### config.mk
export PLATFORM = sky130hd
export DESIGN_NAME = serial_latch_driver
export DESIGN_NICKNAME = d
export VERILOG_FILES = /design/src/rtl/sdrv_pkg.sv /design/src/rtl/sdrv_shift_chain.sv /design/src/rtl/sdrv_latch_bank.sv /design/src/rtl/sdrv_blank_gate.sv /design/src/rtl/serial_latch_driver.sv
export SDC_FILE = /design/constraint.sdc
export NUM_CORES = 1
export LEC_CHECK = 0
export ABC_AREA = 1
export CAP_MARGIN = 10
export CORE_AREA = 2 2 46 48
export DETAILED_ROUTE_END_ITERATION = 8
export DIE_AREA = 0 0 48 50
export GPL_TIMING_DRIVEN = 0
export PLACE_DENSITY = 0.71
export REMOVE_ABC_BUFFERS = 1
export SYNTH_ARGS = -nofsm -noshare
export SYNTH_HDL_FRONTEND = slang
export SYNTH_HIERARCHICAL = 1
export SYNTH_SLANG_ARGS = --single-unit
### constraint.sdc
create_clock -name clk -period 0.9 [get_ports clk]
set_clock_uncertainty 0.1 [all_clocks]
set_input_delay 0.225 -clock clk [delete_from_list [all_inputs] [get_ports clk]]
set_output_delay 0.225 -clock clk [all_outputs]
set_load 0.01 [all_outputs]
### src/rtl/sdrv_pkg.sv
package sdrv_pkg;

    localparam int DEF_WIDTH = 10;

    typedef enum logic {
        LATCH_HOLD   = 1'b0,
        LATCH_FOLLOW = 1'b1
    } latch_mode_e;

    typedef enum logic {
        GATE_PASS  = 1'b0,
        GATE_DARK  = 1'b1
    } gate_mode_e;

    localparam logic LINE_OFF = 1'b0;

    function automatic latch_mode_e latch_mode(input logic strobe_lvl);
        return strobe_lvl ? LATCH_FOLLOW : LATCH_HOLD;
    endfunction

    function automatic gate_mode_e gate_mode(input logic blank_lvl);
        return blank_lvl ? GATE_DARK : GATE_PASS;
    endfunction

endpackage

### src/rtl/sdrv_shift_chain.sv
module sdrv_shift_chain #(
    parameter int WIDTH = sdrv_pkg::DEF_WIDTH
) (
    input  logic             clk,
    input  logic             rst,
    input  logic             ser_in,
    output logic [WIDTH-1:0] stages,
    output logic [WIDTH-1:0] stages_nxt
);

    for (genvar g = 0; g < WIDTH; g++) begin : g_stage
        if (g == 0) begin : g_head
            assign stages_nxt[g] = ser_in;
        end else begin : g_body
            assign stages_nxt[g] = stages[g-1];
        end
    end

    always_ff @(posedge clk) begin
        if (rst) begin
            stages <= '0;
        end else begin
            stages <= stages_nxt;
        end
    end

    AST_HEAD_CAPTURE: assert property (@(posedge clk) disable iff (rst)
        1'b1 |=> stages[0] == $past(ser_in));

endmodule

### src/rtl/sdrv_latch_bank.sv
module sdrv_latch_bank #(
    parameter int WIDTH = sdrv_pkg::DEF_WIDTH
) (
    input  logic             clk,
    input  logic             rst,
    input  logic             strobe,
    input  logic [WIDTH-1:0] load_val,
    output logic [WIDTH-1:0] held
);
    import sdrv_pkg::*;

    latch_mode_e mode;
    assign mode = latch_mode(strobe);

    always_ff @(posedge clk) begin
        if (rst) begin
            held <= '0;
        end else if (mode == LATCH_FOLLOW) begin
            held <= load_val;
        end
    end

    AST_LATCH_HOLD: assert property (@(posedge clk) disable iff (rst)
        !strobe |=> $stable(held));

endmodule

### src/rtl/sdrv_blank_gate.sv
module sdrv_blank_gate #(
    parameter int WIDTH = sdrv_pkg::DEF_WIDTH
) (
    input  logic             blank,
    input  logic [WIDTH-1:0] held,
    output logic [WIDTH-1:0] drive
);
    import sdrv_pkg::*;

    gate_mode_e mode;
    assign mode = gate_mode(blank);

    for (genvar g = 0; g < WIDTH; g++) begin : g_line
        assign drive[g] = (mode == GATE_DARK) ? LINE_OFF : held[g];
    end

endmodule

### src/rtl/serial_latch_driver.sv
module serial_latch_driver #(
    parameter int WIDTH = sdrv_pkg::DEF_WIDTH
) (
    input  logic             clk,
    input  logic             rst,
    input  logic             ser_in,
    input  logic             strobe,
    input  logic             blank,
    output logic [WIDTH-1:0] drive,
    output logic             ser_out
);

    logic [WIDTH-1:0] stages;
    logic [WIDTH-1:0] stages_nxt;
    logic [WIDTH-1:0] held;

    sdrv_shift_chain #(.WIDTH(WIDTH)) u_chain (
        .clk        (clk),
        .rst        (rst),
        .ser_in     (ser_in),
        .stages     (stages),
        .stages_nxt (stages_nxt)
    );

    sdrv_latch_bank #(.WIDTH(WIDTH)) u_latch (
        .clk      (clk),
        .rst      (rst),
        .strobe   (strobe),
        .load_val (stages_nxt),
        .held     (held)
    );

    sdrv_blank_gate #(.WIDTH(WIDTH)) u_gate (
        .blank (blank),
        .held  (held),
        .drive (drive)
    );

    assign ser_out = stages[WIDTH-1];

    AST_RESET_CLEAR: assert property (@(posedge clk)
        rst |=> (stages == '0) && (held == '0));

    AST_TAIL_MOVE: assert property (@(posedge clk) disable iff (rst)
        1'b1 |=> ser_out == $past(stages[WIDTH-2]));

    AST_LATCH_FOLLOW: assert property (@(posedge clk) disable iff (rst)
        strobe |=> held == stages);

    AST_BLANK_DARK: assert property (@(posedge clk) disable iff (rst)
        blank |-> drive == '0);

    AST_BLANK_PASS: assert property (@(posedge clk) disable iff (rst)
        !blank |-> drive == held);

    AST_BLANK_KEEPS: assert property (@(posedge clk) disable iff (rst)
        (blank && !strobe) |=> held == $past(held));

endmodule

After elaboration in Yosys (flattened, before gate mapping)
Index checks and enable logic that the tools add are counted.
Word-level totals
  register bits after elaboration: 20
  output and inout bits: 11
Cells by class
  multiplexer cells: 12
Operators with widths (count)
  2-to-1 mux 1 bit: 12

Depth between registers and ports, before layout
  word-level depth: 2
  depth in mapped cells: 5
  mapped depth without buffers: 4

Cells and area by module
The synthesis kept the hierarchy.
Modules (own cells, without submodules)
  sdrv_latch_bank: instances 1, cells an instance 63, area an instance 419.2 sq um
  sdrv_shift_chain: instances 1, cells an instance 41, area an instance 361.6 sq um
  sdrv_blank_gate: instances 1, cells an instance 21, area an instance 86.3 sq um

Least setup slack after synthesis
Ideal clock, no wire load.
  path kind: input -> output
  from: input port blank
  to: output port drive[0]
  data arrival time: 0.516 ns
  setup slack: 0.059 ns
  cell stages on the path: 2
  buffers on the path: 1
  cells stage by stage: buf_6 > nor2_1
On the way
  word-level cells in the longest chain between the ends: 2
Ends and longest elaborated chain
  start, declared: line serial_latch_driver.sv:8  | input logic blank,
  2-to-1 mux 1 bit: line sdrv_pkg.sv:22  | return blank_lvl ? GATE_DARK : GATE_PASS;
  2-to-1 mux 1 bit: line sdrv_blank_gate.sv:14  | assign drive[g] = (mode == GATE_DARK) ? LINE_OFF : held[g];
  end, declared: line serial_latch_driver.sv:9  | output logic [WIDTH-1:0] drive,
No other way between the ends.

Worst setup path after layout
  from: register u_latch.held[1]
  to: output port drive[1]
On the way
  word-level cells in the longest chain between the ends: 1
Ends and longest elaborated chain
  start, declared: line sdrv_latch_bank.sv:8  | output logic [WIDTH-1:0] held
  start signal, assigned: line sdrv_latch_bank.sv:19  | held <= load_val;
  2-to-1 mux 1 bit: line sdrv_blank_gate.sv:14
No other way between the ends.

==> metrics.md <==
| Metric | Value |
|---|---|
| Worst hold path class | `primary input to flop` |
| I/O Buffers | `15` |
| Seq cells post-synth | `20` |
| Tmin final | `approximately 1.2 ns` |
| Number of global-route vias before repair | `slightly below 500` |
| GRT Util Overall | `11.04%` |
| Die H | `50 µm` |
| Gr ovfl total | `0` |
| Yosys cell types | `8` |
| Top Ports | `16` |
| Failing checks | `setup timing` |
| Post-DRT Antenna Nets | `0` |
| Sequential area share after synthesis | `46.18%` |
| Synth Area in XOR/XNOR | `0%` |
| Final setup violation count | `11` |
| Main combinational cell family by area after synthesis | `buffers and inverters` |
| Iteration-0 DRC Markers | `6` |
| Power per cell area | `1681 nW/µm²` |
| First-pass GRT wire length | `between 1.5 and 2 mm` |
| Vias/cell | `around 3.8` |
| CP Class | `flop to primary output` |
| # rows | `16` |
| Synth Cell Area | `867.1 µm²` |
| Core area | `1902 µm²` |
| # hold bufs at CTS | `0` |
| Worst setup SP type | `flop` |
| Diodes inserted | `0` |
| Worst-path clk slew | `approximately 0.11 ns` |
| CTS Buf Count | `3` |
| Area delta synth->final | `8.947%` |
| Fin. max-slew vios | `0` |
| Net Switching | `357.5 µW` |
| Layout cells sized above 1 | `just over 30%` |
| Post-synthesis adder-cell area fraction | `0%` |
| Flop pwr share | `around three fifths` |
| Largest net degree at the start of global routing | `21` |
| CTS Buffer Depth | `2` |
| Vias | `~600` |
| Max frequency | `between 800 and 900 MHz` |
| Dpl ws | `-0.9288 ns` |
| Final Hold Viols | `0` |
| Clock net sink count | `20` |
| Mux cell area share after synthesis | `0%` |
| First drt pass iteration count | `6` |
| CTS tree | `built` |
| Pint | `approximately 1.2 mW` |
| Routability cong. | `about 0.7` |
| Drc violations | `0` |
| Final non-filler cell total | `about 160` |
| Synth Area in Compound Gates | `0%` |
| Placed insts | `around 150` |
| Setup TNS | `-2.960 ns` |
| H-tree depth | `1` |
| Syn Area/Cell | `6.937 µm²` |
| Drt total wl | `1.130 mm` |
| Ys Warns | `6` |
| Critical path fanouts, max | `2` |
| Die ar. | `between 2000 and 2500 µm²` |
| Crit path required time | `roughly 0.57 ns` |
| Initial core utilization | `between 40% and 50%` |
| Slew margin rel. | `around 76%` |
| Sw frac | `22.52%` |
| Status | `finished, violations left` |
| Combinational fraction of design power | `under 10%` |
| # fillers | `just under 200` |
| VDD IR max | `roughly 0.57 mV` |
| Worst setup margin | `-0.2887 ns` |
| Die Wd | `between 40 and 50 µm` |
| CP Capture Type | `primary output` |
| Util after Layout | `49.67%` |
| Leakage power figure | `roughly 0.47 nW` |
| Max cap viols | `0` |
| Critical Path AT | `approximately 0.86 ns` |
| RSZ-0062 raised after global routing | `yes` |
| Period utilization | `132.1%` |
| Design Power | `roughly 1.6 mW` |
| Routed len/inst | `7.107 µm` |
| Initial antenna violation count | `0` |
| Root Driver | `clkbuf_4` |
| Mapped Cells | `125` |
| Nets | `between 100 and 150` |
| Simple-Gate Fraction of Synth Area | `26.55%` |
| Clock Power Share | `between 30% and 40%` |
| Slew @ Worst Pin | `around 0.36 ns` |
| Clk_lat worst skew | `0.29 ns` |
worst max-delay path: stages (launching register included):
cell     delay (ns)
dfxtp_2        0.35
inv_2          0.03
nor2_1         0.07
buf_2          0.13
logic make-up (layout without fill, tap and decap cells):
group / Yosys count / after routing
and+or+nand+nor: 60 / 60
buffers and inverters: 45 / 52
DFF: 20 / 20
area by class of cell:
class                   instances  area [µm²]  area share, %
repair buffers                 17       111.4          11.79
flip-flops and latches         20       412.9          43.71
multi-input cells              60       232.7          24.64
clock buffers                   4       36.28          3.841
well taps                      27       33.78          3.576
inverters                      31       117.6          12.45
power by group through the flow:
stage	Combinational (mW)	Clock (mW)	Sequential [mW]
after global routing	0.173	0.552	0.943
after CTS	0.150	0.519	0.936
final	0.150	0.499	0.939
after detailed placement	0.159	0	0.952
after global placement	0.156	0	0.950
after floorplan	0.0810	0	0.948
sequential cells by signal, summed over array words and instances (netlist names):
register,cells
u_latch/held,10
u_chain/stages,10
path summary, 6_finish.rpt:
path	from	to	slack, ns	depth (start not counted)
setup reg to reg	u_latch/held[6]	u_latch/held[6]	0.09	3
hold reg to reg	u_chain/stages[6]	u_chain/stages[7]	0.33	2
hold / removal	rst	u_chain/stages[7]	0.23	2
setup / recovery	u_latch/held[1]	drive[1]	-0.29	3
metal layers:
metal,vias up,share of wire [%],GRT usage [%]
li1,343,-,-
met5,-,0,0
met3,2,4.3,1.099
met1,239,48,14.48
met2,14,46,16.00
met4,0,1.7,8.108
Yosys cell counts:
library cell | count | area share, %
nand2_1 | 20 | 8.7
buf_4 | 10 | 8.7
clkinv_1 | 1 | 0.43
nor2_1 | 38 | 16
inv_1 | 30 | 13
dfxtp_1 | 20 | 46
buf_6 | 4 | 5.2
nor2_2 | 2 | 1.4
through the flow:
stage	instance area (µm²)	hold WS, ns
global placement	930.9	0.3097
floorplan	747.0	0.1962
CTS	942.2	0.2306
finish	944.7	0.2337
global route	944.7	0.2550
detailed placement	930.9	0.3142
placed cells by master, fill, tap and decap left out:
| cell type | n |
|---|---|
| nor2_2 | 3 |
| inv_1 | 22 |
| clkinv_2 | 1 |
| clkdlybuf4s50_1 | 1 |
| buf_2 | 11 |
| buf_4 | 2 |
| nand2_1 | 20 |
| dlygate4sd2_1 | 1 |
| nor2_1 | 37 |
| inv_2 | 8 |
| dfxtp_2 | 10 |
| clkdlybuf4s15_2 | 2 |
| dfxtp_1 | 10 |
| clkbuf_4 | 3 |
| clkbuf_8 | 1 |
timing repair:
| item | 4_1_cts | 5_1_grt |
|---|---|---|
| buffers inserted | 2 | 0 |
| gates resized for setup | 63 | 8 |
| hold endpoints to repair | 0 | 0 |
| setup endpoints to repair | 31 | 11 |
| pin swaps | 0 | 0 |
Note: power is estimated with default switching activity, not from simulation.
